===== src/rtl/gpio_port_pkg.sv =====
package gpio_port_pkg;
  localparam int DATA_W = 32;
  localparam int LANES  = DATA_W / 8;
  localparam int IDX_W  = 3;

  typedef enum logic [IDX_W-1:0] {
    IDX_CTRL = 3'd0,
    IDX_IN   = 3'd1,
    IDX_OUT  = 3'd2,
    IDX_OE   = 3'd3,
    IDX_AUX  = 3'd4,
    IDX_MASK = 3'd5,
    IDX_POL  = 3'd6,
    IDX_NONE = 3'd7
  } regIdx_e;

  // control register bit positions
  localparam int CTRL_EXT   = 0;
  localparam int CTRL_FALL  = 1;
  localparam int CTRL_IRQEN = 2;
  localparam int CTRL_PEND  = 3;

  // strobes from the bus control to the datapath
  typedef struct packed {
    logic              go;      // request accepted this cycle
    logic              wr;      // write request accepted this cycle
    regIdx_e           idx;     // decoded register slot
    logic [LANES-1:0]  laneEn;  // byte lanes
    logic [DATA_W-1:0] wrData;
  } busStrobe_t;
endpackage


===== src/rtl/gpio_port_ctrl.sv =====
module gpio_port_ctrl
  import gpio_port_pkg::*;
#(
  parameter int ADDR_W = 5
) (
  input  logic              clk,
  input  logic              rst,
  input  logic              busCyc,
  input  logic              busStb,
  input  logic              busWe,
  input  logic [LANES-1:0]  busSel,
  input  logic [ADDR_W-1:0] busAdr,
  input  logic [DATA_W-1:0] busDatIn,
  output logic              busAck,
  output busStrobe_t        strb
);
  localparam int IDX_LSB = 2;
  localparam int IDX_MSB = IDX_LSB + IDX_W - 1;

  logic ackQ;
  logic req;
  logic hiClear;
  logic alignOk;

  generate
    if (ADDR_W > IDX_MSB + 1) begin : g_hiBits
      assign hiClear = ~|busAdr[ADDR_W-1:IDX_MSB+1];
    end else begin : g_noHiBits
      assign hiClear = 1'b1;
    end
  endgenerate

  assign alignOk = (busAdr[IDX_LSB-1:0] == '0);
  assign req     = busCyc & busStb & ~ackQ;

  always_comb begin
    strb.go     = req;
    strb.wr     = req & busWe;
    strb.idx    = (hiClear && alignOk) ? regIdx_e'(busAdr[IDX_MSB:IDX_LSB]) : IDX_NONE;
    strb.laneEn = busSel;
    strb.wrData = busDatIn;
  end

  always_ff @(posedge clk) begin
    if (rst) ackQ <= 1'b0;
    else     ackQ <= req;
  end

  assign busAck = ackQ;

  p_ack_follows_req_r2: assert property (@(posedge clk) disable iff (rst)
    (busCyc && busStb && !busAck) |=> busAck);
  p_ack_single_r2: assert property (@(posedge clk) disable iff (rst)
    busAck |=> !busAck);
endmodule


===== src/rtl/gpio_port_dp.sv =====
module gpio_port_dp
  import gpio_port_pkg::*;
#(
  parameter int PIN_W = 32
) (
  input  logic              clk,
  input  logic              rst,
  input  busStrobe_t        strb,
  input  logic [PIN_W-1:0]  pinIn,
  input  logic [PIN_W-1:0]  auxIn,
  input  logic              extClk,
  output logic [DATA_W-1:0] busDatOut,
  output logic [PIN_W-1:0]  pinOut,
  output logic [PIN_W-1:0]  pinOe,
  output logic              irqOut
);
  logic [PIN_W-1:0] outQ, oeQ, auxQ, maskQ, polQ;
  logic [PIN_W-1:0] inQ, prevInQ, pinS1, pinS2;
  logic             extS1, extS2, extS3;
  logic             extModeQ, fallQ, irqEnQ, pendQ;
  logic             extRise, extFall, sampleNow;
  logic [PIN_W-1:0] trigHit;
  logic             irqEvent;
  logic [DATA_W-1:0] rdMux;
  logic             ctrlWr;

  function automatic logic [PIN_W-1:0] laneMerge(input logic [PIN_W-1:0] old,
                                                 input logic [DATA_W-1:0] data,
                                                 input logic [LANES-1:0] lanes);
    logic [PIN_W-1:0] res;
    res = old;
    for (int b = 0; b < PIN_W; b++)
      if (lanes[b/8]) res[b] = data[b];
    return res;
  endfunction

  function automatic logic [DATA_W-1:0] widen(input logic [PIN_W-1:0] v);
    logic [DATA_W-1:0] w;
    w = '0;
    w[PIN_W-1:0] = v;
    return w;
  endfunction

  // synchronizers and external edge detection
  always_ff @(posedge clk) begin
    if (rst) begin
      pinS1 <= '0; pinS2 <= '0;
      extS1 <= 1'b0; extS2 <= 1'b0; extS3 <= 1'b0;
    end else begin
      pinS1 <= pinIn; pinS2 <= pinS1;
      extS1 <= extClk; extS2 <= extS1; extS3 <= extS2;
    end
  end

  assign extRise   = extS2 & ~extS3;
  assign extFall   = ~extS2 & extS3;
  assign sampleNow = ~extModeQ | (fallQ ? extFall : extRise);

  always_ff @(posedge clk) begin
    if (rst) begin
      inQ <= '0; prevInQ <= '0;
    end else begin
      prevInQ <= inQ;
      if (sampleNow) inQ <= pinS2;
    end
  end

  // software registers
  always_ff @(posedge clk) begin
    if (rst) begin
      outQ <= '0; oeQ <= '0; auxQ <= '0; maskQ <= '0; polQ <= '0;
    end else if (strb.wr) begin
      case (strb.idx)
        IDX_OUT:  outQ  <= laneMerge(outQ,  strb.wrData, strb.laneEn);
        IDX_OE:   oeQ   <= laneMerge(oeQ,   strb.wrData, strb.laneEn);
        IDX_AUX:  auxQ  <= laneMerge(auxQ,  strb.wrData, strb.laneEn);
        IDX_MASK: maskQ <= laneMerge(maskQ, strb.wrData, strb.laneEn);
        IDX_POL:  polQ  <= laneMerge(polQ,  strb.wrData, strb.laneEn);
        default: ;
      endcase
    end
  end

  assign ctrlWr = strb.wr && (strb.idx == IDX_CTRL) && strb.laneEn[0];

  always_ff @(posedge clk) begin
    if (rst) begin
      extModeQ <= 1'b0; fallQ <= 1'b0; irqEnQ <= 1'b0;
    end else if (ctrlWr) begin
      extModeQ <= strb.wrData[CTRL_EXT];
      fallQ    <= strb.wrData[CTRL_FALL];
      irqEnQ   <= strb.wrData[CTRL_IRQEN];
    end
  end

  // per-pin trigger and output selection
  genvar g;
  generate
    for (g = 0; g < PIN_W; g++) begin : g_pin
      assign trigHit[g] = polQ[g] ? (inQ[g] & ~prevInQ[g]) : ~inQ[g];
      assign pinOut[g]  = auxQ[g] ? auxIn[g] : outQ[g];
    end
  endgenerate

  assign irqEvent = irqEnQ & |(trigHit & maskQ);

  always_ff @(posedge clk) begin
    if (rst)                                  pendQ <= 1'b0;
    else if (irqEvent)                        pendQ <= 1'b1;
    else if (ctrlWr && !strb.wrData[CTRL_PEND]) pendQ <= 1'b0;
  end

  // read path
  always_comb begin
    rdMux = '0;
    case (strb.idx)
      IDX_CTRL: begin
        rdMux[CTRL_EXT]   = extModeQ;
        rdMux[CTRL_FALL]  = fallQ;
        rdMux[CTRL_IRQEN] = irqEnQ;
        rdMux[CTRL_PEND]  = pendQ;
      end
      IDX_IN:   rdMux = widen(inQ);
      IDX_OUT:  rdMux = widen(outQ);
      IDX_OE:   rdMux = widen(oeQ);
      IDX_AUX:  rdMux = widen(auxQ);
      IDX_MASK: rdMux = widen(maskQ);
      IDX_POL:  rdMux = widen(polQ);
      default:  rdMux = '0;
    endcase
  end

  always_ff @(posedge clk) begin
    if (rst)          busDatOut <= '0;
    else if (strb.go) busDatOut <= rdMux;
  end

  assign pinOe  = oeQ;
  assign irqOut = pendQ;

  p_oe_hold_r4: assert property (@(posedge clk) disable iff (rst)
    !(strb.wr && strb.idx == IDX_OE) |=> $stable(pinOe));
  p_ext_hold_r7: assert property (@(posedge clk) disable iff (rst)
    (extModeQ && !sampleNow) |=> $stable(inQ));
  p_pend_needs_en_r11: assert property (@(posedge clk) disable iff (rst)
    $rose(irqOut) |-> $past(irqEnQ));
  p_pend_clear_r12: assert property (@(posedge clk) disable iff (rst)
    $fell(irqOut) |-> $past(ctrlWr && !strb.wrData[CTRL_PEND]));
endmodule


===== src/rtl/gpio_port.sv =====
module gpio_port
  import gpio_port_pkg::*;
#(
  parameter int PIN_W  = 32,
  parameter int ADDR_W = 5
) (
  input  logic              clk,
  input  logic              rst,
  input  logic              busCyc,
  input  logic              busStb,
  input  logic              busWe,
  input  logic [LANES-1:0]  busSel,
  input  logic [ADDR_W-1:0] busAdr,
  input  logic [DATA_W-1:0] busDatIn,
  output logic [DATA_W-1:0] busDatOut,
  output logic              busAck,
  output logic              irqOut,
  input  logic [PIN_W-1:0]  pinIn,
  input  logic [PIN_W-1:0]  auxIn,
  input  logic              extClk,
  output logic [PIN_W-1:0]  pinOut,
  output logic [PIN_W-1:0]  pinOe
);
  busStrobe_t strb;

  gpio_port_ctrl #(.ADDR_W(ADDR_W)) u_ctrl (
    .clk(clk), .rst(rst), .busCyc(busCyc), .busStb(busStb), .busWe(busWe),
    .busSel(busSel), .busAdr(busAdr), .busDatIn(busDatIn),
    .busAck(busAck), .strb(strb)
  );

  gpio_port_dp #(.PIN_W(PIN_W)) u_dp (
    .clk(clk), .rst(rst), .strb(strb), .pinIn(pinIn), .auxIn(auxIn),
    .extClk(extClk), .busDatOut(busDatOut), .pinOut(pinOut),
    .pinOe(pinOe), .irqOut(irqOut)
  );
endmodule


===== config.mk =====
export PLATFORM = sky130hd
export DESIGN_NAME = gpio_port
export DESIGN_NICKNAME = d
export VERILOG_FILES = /design/src/rtl/gpio_port_pkg.sv /design/src/rtl/gpio_port_ctrl.sv /design/src/rtl/gpio_port_dp.sv /design/src/rtl/gpio_port.sv
export SDC_FILE = /design/constraint.sdc
export NUM_CORES = 1
export LEC_CHECK = 0
export BUFFER_PORTS_ARGS = -buffer_cell sky130_fd_sc_hd__buf_2
export CORE_MARGIN = 3
export CORE_UTILIZATION = 50
export DETAILED_ROUTE_END_ITERATION = 6
export GPL_TIMING_DRIVEN = 0
export PLACE_DENSITY = 0.7
export REMOVE_ABC_BUFFERS = 1
export SYNTH_ARGS = -nofsm -noshare
export SYNTH_HDL_FRONTEND = slang
export SYNTH_SLANG_ARGS = --single-unit
export TNS_END_PERCENT = 50

===== constraint.sdc =====
create_clock -name clk -period 2 [get_ports clk]
set_input_delay 0.2 -clock clk [delete_from_list [all_inputs] [get_ports clk]]
set_output_delay 0.2 -clock clk [all_outputs]
set_load 0.005 [all_outputs]

==> results of run 1 <==
## critical path, cell delays in order, from the launching register on
cell and delay, ns:
dfxtp_1 0.32, and3b_4 0.47, nand3_2 0.20, or2_4 0.46
a31o_1 0.28, a21oi_1 0.14
## worst min-delay path by stage
stage / start / endpoint / slack (ns) / cells after the start
global placement: pinIn[30] / u_dp.pinS1[30]$_SDFF_PP0_ / 0.41 / 2
floorplan: rst / u_dp.auxQ[10]$_SDFFE_PP0P_ / 0.27 / 1
global route: busDatIn[21] / u_dp.pinOe[21]$_SDFFE_PP0P_ / 0.01 / 3
finish: busDatIn[21] / u_dp.polQ[21]$_SDFFE_PP0P_ / 0.01 / 3
detailed placement: pinIn[17] / u_dp.pinS1[17]$_SDFF_PP0_ / 0.41 / 2
CTS: busDatIn[6] / u_dp.polQ[6]$_SDFFE_PP0P_ / 0.0004 / 3
## routing by layer
layer / routed length [microns] / vias up / track usage (%)
met5: 0 / - / 0
met4: 911 / 0 / 7.33
met3: 3300 / 65 / 4.13
met2: 18300 / 540 / 41.9
met1: 17000 / 5451 / 36.1
li1: - / 5500 / -
## power by group
| group | switching [mW] | internal (mW) |
|---|---|---|
| logic | 0.401 | 0.276 |
| registers | 0.0432 | 6.63 |
| clock network | 2.53 | 3.74 |
| total | 2.97 | 10.6 |
## placed cells by master, fill, tap and decap left out, types with 2 or more instances in the layout
cell type      count
dfxtp_1          328
buf_2            206
nand2_1          176
a21oi_1          156
nand3_1          124
nor2_1           102
nor2b_1           99
mux2i_1           79
a22oi_1           64
dlygate4sd3_1     53
clkbuf_16         37
mux2_2            36
o21ai_0           22
a31o_1            17
a222oi_1          15
a22o_1            15
a21o_1            15
nand3b_1          11
and3b_1           10
clkbuf_8          10
clkbuf_1          10
buf_4              9
nand2_2            7
and4b_1            7
and3_2             6
nand4_1            6
nor2_4             5
buf_8              5
buf_12             5
nand4b_1           4
and2_4             3
and2_2             3
and3_4             3
clkinv_2           3
buf_16             3
nor2b_4            2
o2bb2ai_1          2
nor4_1             2
buf_6              2
## stage by stage
stage	power, mW	cells	util [%]
after floorplan	6.97	1329	-
after global placement	7.33	1867	55.1
after detailed placement	7.37	1885	56.4
after CTS	13.7	2001	63.1
after global routing	14.0	2009	63.4
final	13.6	2009	63.4
## cell families after synthesis
group	count (synthesis)	share of synthesized area [%]
and+or+nand+nor	573	21.7
DFF	328	50.0
AOI/OAI and AO/OA	312	15.1
muxes	115	9.11
buffers and inverters	102	4.12
## repair_timing
item,CTS,global route
setup endpoints to repair,157,101
cloned,1,5
pin swaps,3,3
endpoints found under the hold margin,114,0
hold buffers,53,0
buffers inserted,2,3
gates resized for setup,15,7
## final cells by class
type | instances | area, sq um | area share [%]
clock buffer | 57 | 1100 | 6.81
clock inverter | 3 | 15.0 | 0.0929
inverter | 1 | 3.75 | 0.0232
multi-input combinational | 1006 | 6140 | 38.0
sequential | 328 | 6570 | 40.6
tap | 330 | 413 | 2.56
timing repair buffer | 284 | 1920 | 11.9
==> results.txt, run 1 <==
The count of port buffers added during placement is 208. The average wire per cell in the routed design is 19.7 microns. After synthesis, the most frequently instantiated cells are 328 x dfxtp_1, 183 x nand2_1, 156 x a21oi_1, 124 x nand3_1, 102 x nor2_1. The actual slew at the worst max-slew pin is 0.677 ns. The total negative slack for setup checks came out at 0 ns. The post-route clock period utilization is 98.8%. The initialized floorplan defines 58 standard-cell rows. For the worst setup path, the data required time is 2.41 ns. The final setup violation count is 0.

Between clock sinks in the finished design, the worst skew comes to 0.0112 ns. The fraction of final layout cells sized beyond drive strength 1 came out at 21.0%. The cell sitting at the root of the clock tree is a clkbuf_16. Global routing finished with a remaining overflow of 0. The worst hold path belongs to the class primary input to register. The die is 168 microns tall. The area added between synthesis and finish came out at 23.1%.

The maximum root-to-sink buffer count came out at 3. The detailed-route vias per instance came out at 5.75. By startpoint and endpoint, the worst setup path is classified as register to register.

After clock tree synthesis, the clock-pin slew on the worst setup and hold paths is 0.06 ns. The timing endpoint of the critical path is u_dp.busDatOut[23]$_SDFFE_PP0N_. The worst path meets setup with 0.0234 ns of slack.

The startpoint identified for the worst register-to-register timing path is u_ctrl.busAck$_SDFF_PP0_. TritonCTS built the clock tree. The fill cell total of the finished layout is 2,126. The max-slew violation total from the final report came out at 0. The antenna cell count is 0. Synthesis instantiated 46 different standard cells from the library. The overall fraction of global-route tracks in use is 25.9%. The share of synthesized area in the top cell type comes to 50.0%. At the worst endpoint, the arrival time is 2.39 ns. The number of cell instances on the worst register-to-register path is 5. The peak supply drop came out at 0.751 mV. The post-synthesis register bit count came out at 328. The achievable clock frequency is 506 MHz. The first-pass GRT wire length came out at 59,400 microns.

The mean instance size in the synthesized netlist is 9.18 sq um. Setup repair after global routing could not meet its margin everywhere. The flow ran to the end, and the final reports show no timing, DRC or antenna violations. The cell count after synthesis is 1,430.

The number of clock buffers inserted by TritonCTS came out at 35. Of all nets on the critical path, the largest fanout is 28. The HPWL reported at the end of detailed placement came out at 24,100 microns. The area of placed instances came out at 14,400 sq um. The analysis attributes to cell leakage a power of 6.22 nW. 209 I/O pins were placed. The source of the critical timing path is u_ctrl.busAck$_SDFF_PP0_. The pre-antenna-repair detailed-routing pass consisted of 7 iterations. The number of warnings issued by yosys came out at 0. Summed over all instances, the cell type with the most area after synthesis is dfxtp_1. The minimum setup slack among reg-to-reg paths is 0.02 ns. The number of global-route vias before repair came out at 10,767. The number of antenna violations at the first check in global routing came out at 0. The number of clock sinks came out at 328. After routing the design area is 16,200 sq um. The effective utilization at floorplan is 51.5%.

The number of levels in the clock H-tree came out at 2. Before CTS, the worst setup slack after placement is -0.977 ns. In this run the critical register-to-register path is captured at u_dp.busDatOut[23]$_SDFFE_PP0N_. For this design the ratio of total power to cell area is 843 nW/um^2.

The final antenna-violating net count came out at 0. Routability-driven placement finished with a final weighted congestion of 0.810. In the post-synthesis netlist, the biggest area contributors are dfxtp_1 50%, mux2i_1 6.0%, a21oi_1 5.9%. The count of endpoints failing hold in the final timing report is 0. STA classifies the critical path endpoint as a register. At the later pin of the worst-skew pair, clock insertion delay measures 0.50 ns. The iteration-0 DRC count of the detailed router came out at 1,225. The vias after detailed routing is 11,556.

STA classifies the critical path startpoint as a register. The final layout contains routed wiring with a total length of 39,500 microns. The largest net degree at the start of global routing came out at 147. The commonest register cell after synthesis is dfxtp_1. The count of maximum capacitance violations is 0. The number of nets in the final layout is 1,767. Headroom to the max-slew limit came out at 54.4%.

The floorplan die width is 168 microns. The floorplan step defined a die boundary enclosing 28,200 sq um. The shortest clock period the worst path allows after layout is 1.98 ns.

The number of enable-type register cells in the synthesized netlist is 0. The fraction of registers with async set or reset after synthesis is 0%. Of the synthesized area, sequential elements account for 50.0%. The core area is 25,500 sq um. The most repeated cell in the gate-level netlist after synthesis is dfxtp_1.

The post-route worst hold slack is 0.0131 ns. The post-route DRC violation count came out at 0. In this run the cell area of the synthesized design comes to 13,100 sq um.
Power figures use the tool's default switching activity.
==> run 2: changes to the inputs <==
ABC_AREA = 1   (was not set)
clock period = 2.5 ns   (was 2 ns; I/O delays follow)
==> run 2 against run 1 <==
Clock skew is 0.0022 ns lower. Global-route usage is 0.16 points higher. Via count is 5.9% higher. Clock power is 16% lower. Final area is 0.84% lower. Sequential cell count stayed put. Combinational power is 29% lower. First-iteration DRC count is 9.5% lower. Highest routed layer unchanged.
==> results.txt, run 2 <==
The overall fraction of global-route tracks in use came out at 26.1%. The cell count after synthesis came out at 1,761. The total die area came out at 28,200 sq um. The count of different cell masters after synthesis came out at 27. The area added between synthesis and finish is 22.1%. The maximum root-to-sink buffer count came out at 3. After synthesis, the most frequently instantiated cells are 410 x nand2_1, 328 x dfxtp_1, 256 x nor2_1, 200 x a21oi_1, 180 x inv_1.

The leakage power total is 6.51 nW. TritonCTS built the clock tree. The vias after detailed routing is 12,235.

The part of the Yosys area used for sequential elements came out at 50.0%. The areal power density over the cells came out at 693 nW/um^2. The fraction of registers with async set or reset after synthesis came out at 0%. The count of cells along the worst hold path came out at 3. The register clock-pin slew on the reported worst setup and hold paths came out at 0.06 ns. In this run the register-to-register setup slack is 0.43 ns. 0 antenna diodes ended up in the layout.

The number of global-route vias before repair was 11,371. The worst register-to-register path ends at u_dp.pinOe[11]$_SDFFE_PP0P_. The tightest min-delay check is of the primary input to register type.

The worst register-to-register path begins at u_ctrl.busAck$_SDFF_PP0_. After floorplanning, the core was sized to cover 25,500 sq um. The commonest register cell after synthesis is dfxtp_1.

In this run, post-CTS repair resized a total of 0 instances. The post-route core utilization is 62.9%. The final setup violation count came out at 0. Across the run, the number of max-cap violations was 0. The largest area contributor in the netlist is dfxtp_1. Entering global routing, the biggest net connects 113 pins. The number of placed cells counting well taps came out at 2,233. The worst register-to-register path has a depth of 8. The most common cell in the synthesized netlist is nand2_1. The vertical extent of the die is 168 microns. The first-pass GRT wire length came out at 59,800 microns.

Once the floorplan was initialized, standard cells occupied 51.5% of the core. The number of primary I/O pins is 209. The number of warnings issued by yosys is 0.

Across the VDD grid, the largest voltage drop is 0.563 mV. Excluding fillers, the count of instances in the completed layout stands at 2,333. The achievable clock frequency came out at 432 MHz. Summed over all nets, the half-perimeter wirelength after detailed placement is 24,000 microns. The number of nets in the final layout came out at 2,087. The end of the worst hold path is u_dp.pinOe[23]$_SDFFE_PP0P_. The total overflow reported by the global router is 0.

The first routing iteration left 1,109 violations. The most frequent standard cell in the layout excluding fill and tap cells is nand2_1. The post-route clock period utilization came out at 92.6%. Leaving out fill and tap cells, the most frequent cells in the layout are 409 x nand2_1, 328 x dfxtp_1, 256 x nor2_1. The average wire per cell in the routed design is 16.4 microns. Along the worst path, the maximum fanout reaches 33.

Synthesis inferred 328 register bits. The worst setup path is captured at a register. The critical path launch point type is a primary input. Data on the critical path arrives at its endpoint at 2.68 ns.

The startpoint identified for the worst hold timing path is busDatIn[23]. The top cell type's share of synthesized area is 50.0%. The root buffer cell chosen for the clock tree is clkbuf_16.

The total negative slack for setup checks came out at 0 ns. For the worst setup path, the data required time is 2.86 ns. The worst-case headroom to the max-slew limit came out at 11.5%.

The pre-antenna-repair detailed-routing pass consisted of 7 iterations. Counting I/O delays and the setup requirement, the final critical path takes 2.31 ns. Yosys attributes the largest share of cell area to dfxtp_1 50%, nand2_1 12%, a21oi_1 7.6%. The count of endpoints failing hold in the final timing report came out at 0.

In this run the core area contains 58 standard-cell rows. The worst-case clock skew is 0.00897 ns. The max-slew violation total from the final report came to 0. The detailed-route wire length is 38,200 microns. The number of clock sinks came out at 328. The fraction of final layout cells sized beyond drive strength 1 is 18.1%.

Setup repair after global routing left no endpoint under its margin. The post-route DRC violation count came out at 0. The run finished with clean final reports. The mean instance size in the synthesized netlist is 7.45 sq um. The global placement routability congestion came out at 0.810.

The floorplan die width came out at 168 microns. Yosys mapped a number of flops with a built-in enable equal to 0. The detailed-route vias per instance is 5.24.

The critical path is of the primary input to register type. The number of antenna violations at the first check in global routing came out at 0. TritonCTS created 36 clock buffers. The worst-skew pair later-pin latency came out at 0.51 ns. In this run the tool buffered the top-level ports with 208 buffer cells. The H-tree was split into 2 levels.

The final antenna-violating net count came out at 0. The post-synthesis cell area came out at 13,100 sq um. The actual slew at the worst max-slew pin came out at 1.33 ns.
run 2: cells by family after synthesis:
kind of cell,count (synthesis),share of synthesized area [%]
AO/OA/AOI/OAI,394,17.5
buffers and inverters,272,8.08
AND/OR/NAND/NOR,767,24.4
flip-flops,328,50.0
run 2: cell type report:
class | count | area [sq um]
flip-flops and latches | 328 | 6570
fillers | 2315 | 9450
inverters | 198 | 744
repair buffers | 250 | 1580
well taps | 330 | 413
clock buffers | 56 | 1120
clock inverters | 9 | 81.3
multi-input cells | 1162 | 5520
run 2: worst max-delay path by stage:
stage / startpoint / endpoint / slack, ns / depth (start not counted)
after floorplan: u_dp.fallQ$_SDFFE_PP0P_ / u_dp.inQ[0]$_SDFFE_PP0P_ / -0.009 / 3
after global placement: rst / u_dp.pinS1[24]$_SDFF_PP0_ / -2.78 / 2
after detailed placement: busCyc / u_dp.pinOe[15]$_SDFFE_PP0P_ / -0.53 / 10
after CTS: busAdr[1] / u_dp.auxQ[23]$_SDFFE_PP0P_ / 0.24 / 9
after global routing: busAdr[1] / u_dp.auxQ[23]$_SDFFE_PP0P_ / 0.09 / 9
final: busAdr[1] / u_dp.auxQ[23]$_SDFFE_PP0P_ / 0.19 / 9
run 2: power breakdown:
| group | switching (mW) | leakage (nW) | internal, mW |
|---|---|---|---|
| Combinational | 0.321 | 3.26 | 0.162 |
| Clock | 2.10 | 0.598 | 3.19 |
| Sequential | 0.0231 | 2.66 | 5.31 |
run 2: repair_timing:
| item | 4_1_cts | 5_1_grt |
|---|---|---|
| setup buffers | 1 | 0 |
| endpoints found under the hold margin | 33 | 0 |
| hold buffers | 33 | 0 |
| setup endpoints to repair | 112 | 0 |
run 2: metrics by stage:
step           setup slack [ns]  cell area, sq um  power, mW  hold WS, ns
2_1_floorplan          -0.00875             12800       5.58        0.319
3_3_place_gp              -2.78             14300       5.86        0.390
3_5_place_dp             -0.530             14500       5.87        0.392
4_1_cts                   0.237             16000       11.2       0.0267
5_1_grt                  0.0887             16000       11.5       0.0447
6_report                  0.185             16000       11.1       0.0421
run 2: metal layers:
| metal | vias to the layer above | routed length, microns | share of wire (%) | global-route usage [%] |
|---|---|---|---|---|
| met5 | - | 0 | 0 | 0 |
| met3 | 80 | 3050 | 8.0 | 4.65 |
| li1 | 6078 | - | - | - |
| met4 | 0 | 1080 | 2.8 | 8.75 |
| met1 | 5615 | 16700 | 44 | 35.8 |
| met2 | 462 | 17400 | 45 | 41.8 |
run 2: critical path: stages:
cell and delay [ns]:
buf_2 0.12, nor2_4 0.15, nand3_1 0.15, nor2_4 0.92, inv_2 0.33, nor2_4 0.32
inv_1 0.24, nand2_1 0.12, a21oi_1 0.06
==> run 3: changes to the inputs <==
CELL_PAD_IN_SITES_DETAIL_PLACEMENT = 1   (was not set)
CELL_PAD_IN_SITES_GLOBAL_PLACEMENT = 1   (was not set)
CORE_UTILIZATION = 44   (was 50)
CTS_BUF_LIST = sky130_fd_sc_hd__clkbuf_16   (was not set)
PLACE_DENSITY = 0.83   (was 0.7)
==> run 3 against run 2 <==
First-iteration DRC count decreased by 16%. Die area increased by 13%. Final cell count increased by 2.5%. Wire length increased by 18%. Fmax decreased by 0.54%. Sequential share of layout area decreased by 0.077 points. Sequential power about the same. Sequential cell count unchanged. Global-route usage increased by 1.5 points. Non-clock buffer count unchanged. Clock skew increased by 0.0088 ns. Via count increased by 4.4%. Critical endpoint is now u_dp.auxQ[16]$_SDFFE_PP0P_. Largest power group unchanged.
==> results.txt, run 3 (same netlist as run 2, synthesis figures left out) <==
The end of the worst hold path is u_dp.auxQ[13]$_SDFFE_PP0P_. The final setup violation count is 0. The antenna cell count is 0. The max-slew violation total from the final report came out at 0. The count of endpoints failing hold in the final timing report is 0. The critical path is of the primary input to register type. The actual slew at the worst max-slew pin is 1.41 ns. The global placement routability congestion came out at 0.791.

Buffers placed on the I/O ports in this run total 208. The HPWL reported at the end of detailed placement is 28,200 microns. The area added between synthesis and finish is 22.4%.

The floorplan die width is 179 microns. The number of cell instances on the worst register-to-register path came out at 8. The detailed-route vias per instance is 5.34. The detailed-router iteration count before antenna repair is 4. The worst-skew pair later-pin latency came out at 0.52 ns. The total overflow reported by the global router came out at 0. The areal power density over the cells is 688 nW/um^2. Entering global routing, the biggest net connects 141 pins.

The count of cells along the worst hold path is 3. The shortest clock period the worst path allows after layout is 2.33 ns. The number of antenna violations at the first check in global routing came out at 0. The count of maximum capacitance violations came out at 0. The minimum setup slack among reg-to-reg paths came out at 0.31 ns. For this configuration, the core starts out at a cell density of 45.2%. The flow ran to the end, and the final reports show no timing, DRC or antenna violations. The vias after detailed routing is 12,777.

The peak supply drop came out at 0.440 mV. The worst setup path is launched from a primary input. Summing all flip-flop and latch instances after layout gives 6570 sq um.

The completed layout was analyzed and its total power is 11.0 mW. The post-route cell area is 16,100 sq um. The post-route DRC violation count came out at 0. After filler insertion, the fill cell instance count of the layout stands at 3,694.

The fraction of final layout cells sized beyond drive strength 1 is 17.6%. The worst-case headroom to the max-slew limit is 6.01%. The most frequent standard cell in the layout excluding fill and tap cells is nand2_1. STA classifies the critical path endpoint as a register. The count of standard-cell rows came out at 62.

In this run the static leakage power is 6.53 nW. Setup repair after global routing left no endpoint under its margin. The number of clock sinks is 328.

The start point of the worst min-delay path is busDatIn[13]. Summing all multi-input logic gate instances after layout gives 5520 sq um. The number of global-route vias before repair was 12,987.

The path class of the lowest-slack min-delay path is primary input to register. The TritonCTS clock tree is built. For this block, the routed nets add up to 45,200 microns of wire. The clock tree root driver cell is clkbuf_16. The first global-routing pass estimated 69,600 microns of wire. The average wire per cell in the routed design is 18.9 microns.

The biggest fanout along the worst timing path is 17. The vertical extent of the die came out at 179 microns. The endpoint identified for the worst register-to-register timing path is u_dp.pinOe[5]$_SDFFE_PP0P_. The number of clock buffers inserted by TritonCTS is 37. The core area is 29,000 sq um. The iteration-0 DRC count of the detailed router came out at 929. The number of levels in the clock H-tree is 2. In the layout the commonest cells are 409 x nand2_1, 328 x dfxtp_1, 256 x nor2_1. Global routing used 27.6% of the available tracks. The maximum root-to-sink buffer count came out at 3.

The die covers 31,900 sq um. The final antenna-violating net count is 0. The register clock-pin slew on the reported worst setup and hold paths is 0.06 ns. The worst-case clock skew is 0.0178 ns. 209 I/O pins were placed. STA puts the critical path data required time at 2.87 ns.

The achievable clock frequency is 430 MHz. The endpoint arrival time on the critical path came out at 2.69 ns. The final layout contains 2,089 nets.

The post-route core utilization is 55.3%. Dividing the final minimum period by the clock period gives 93.1%. The area of placed instances came out at 14,600 sq um. The worst register-to-register path begins at u_ctrl.busAck$_SDFF_PP0_.
==> run 3: worst max-delay path by stage <==
stage | start | endpoint | slack, ns | cells after the start
after floorplan | u_dp.fallQ$_SDFFE_PP0P_ | u_dp.inQ[0]$_SDFFE_PP0P_ | -0.009 | 3
after global placement | rst | u_dp.irqEnQ$_SDFFE_PP0P_ | -2.58 | 2
after detailed placement | busCyc | u_dp.pinOe[24]$_SDFFE_PP0P_ | -0.58 | 10
after CTS | busAdr[1] | u_dp.auxQ[16]$_SDFFE_PP0P_ | 0.03 | 9
after global routing | busAdr[1] | u_dp.polQ[31]$_SDFFE_PP0P_ | 0.15 | 9
final | busAdr[1] | u_dp.auxQ[16]$_SDFFE_PP0P_ | 0.17 | 9
==> run 3: critical path, cell delays in order <==
cell     delay [ns]
buf_2          0.12
nor2_4         0.15
nand3_1        0.29
nor2_4         0.77
inv_2          0.30
nor2_4         0.33
inv_1          0.27
nand2_1        0.13
a21oi_1        0.07
==> run 3: through the flow <==
| stage | hold slack [ns] | setup slack, ns | std cells | TNS (ns) |
|---|---|---|---|---|
| 2_1_floorplan | 0.319 | -0.00875 | 1687 | -0.280 |
| 3_3_place_gp | 0.389 | -2.58 | 2279 | -777.32 |
| 3_5_place_dp | 0.397 | -0.576 | 2287 | -45.99 |
| 4_1_cts | 0.00797 | 0.0255 | 2390 | 0 |
| 5_1_grt | 0.0344 | 0.151 | 2391 | 0 |
| 6_report | 0.0284 | 0.173 | 2391 | 0 |
==> run 3: cell type report <==
cell class,count,area share (%)
well taps,384,2.99
flip-flops and latches,328,40.9
multi-input cells,1163,34.4
repair buffers,250,9.90
clock inverters,29,1.08
inverters,198,4.64
clock buffers,39,6.08
==> run 3: report_power, final <==
group | internal, mW | switching [mW] | total, mW | leakage, nW
sequential | 5.31 | 0.0265 | 5.33 | 2.66
combinational | 0.163 | 0.339 | 0.502 | 3.26
clock | 3.02 | 2.19 | 5.20 | 0.606
total | 8.49 | 2.55 | 11.0 | 6.53
==> run 3: timing repair <==
action,4_1_cts,5_1_grt
buffers inserted,1,0
pin swaps,1,1
hold buffers,33,0
setup endpoints to repair,186,14
hold endpoints to repair,33,0
resized for setup,0,0
cloned,1,1
==> run 3: per-layer routing <==
layer,vias up,GRT usage (%),wire length (microns)
met2,369,47.0,21700
met5,-,0,0
li1,6076,-,-
met1,6259,37.2,20200
met3,73,3.18,2390
met4,0,7.18,1040
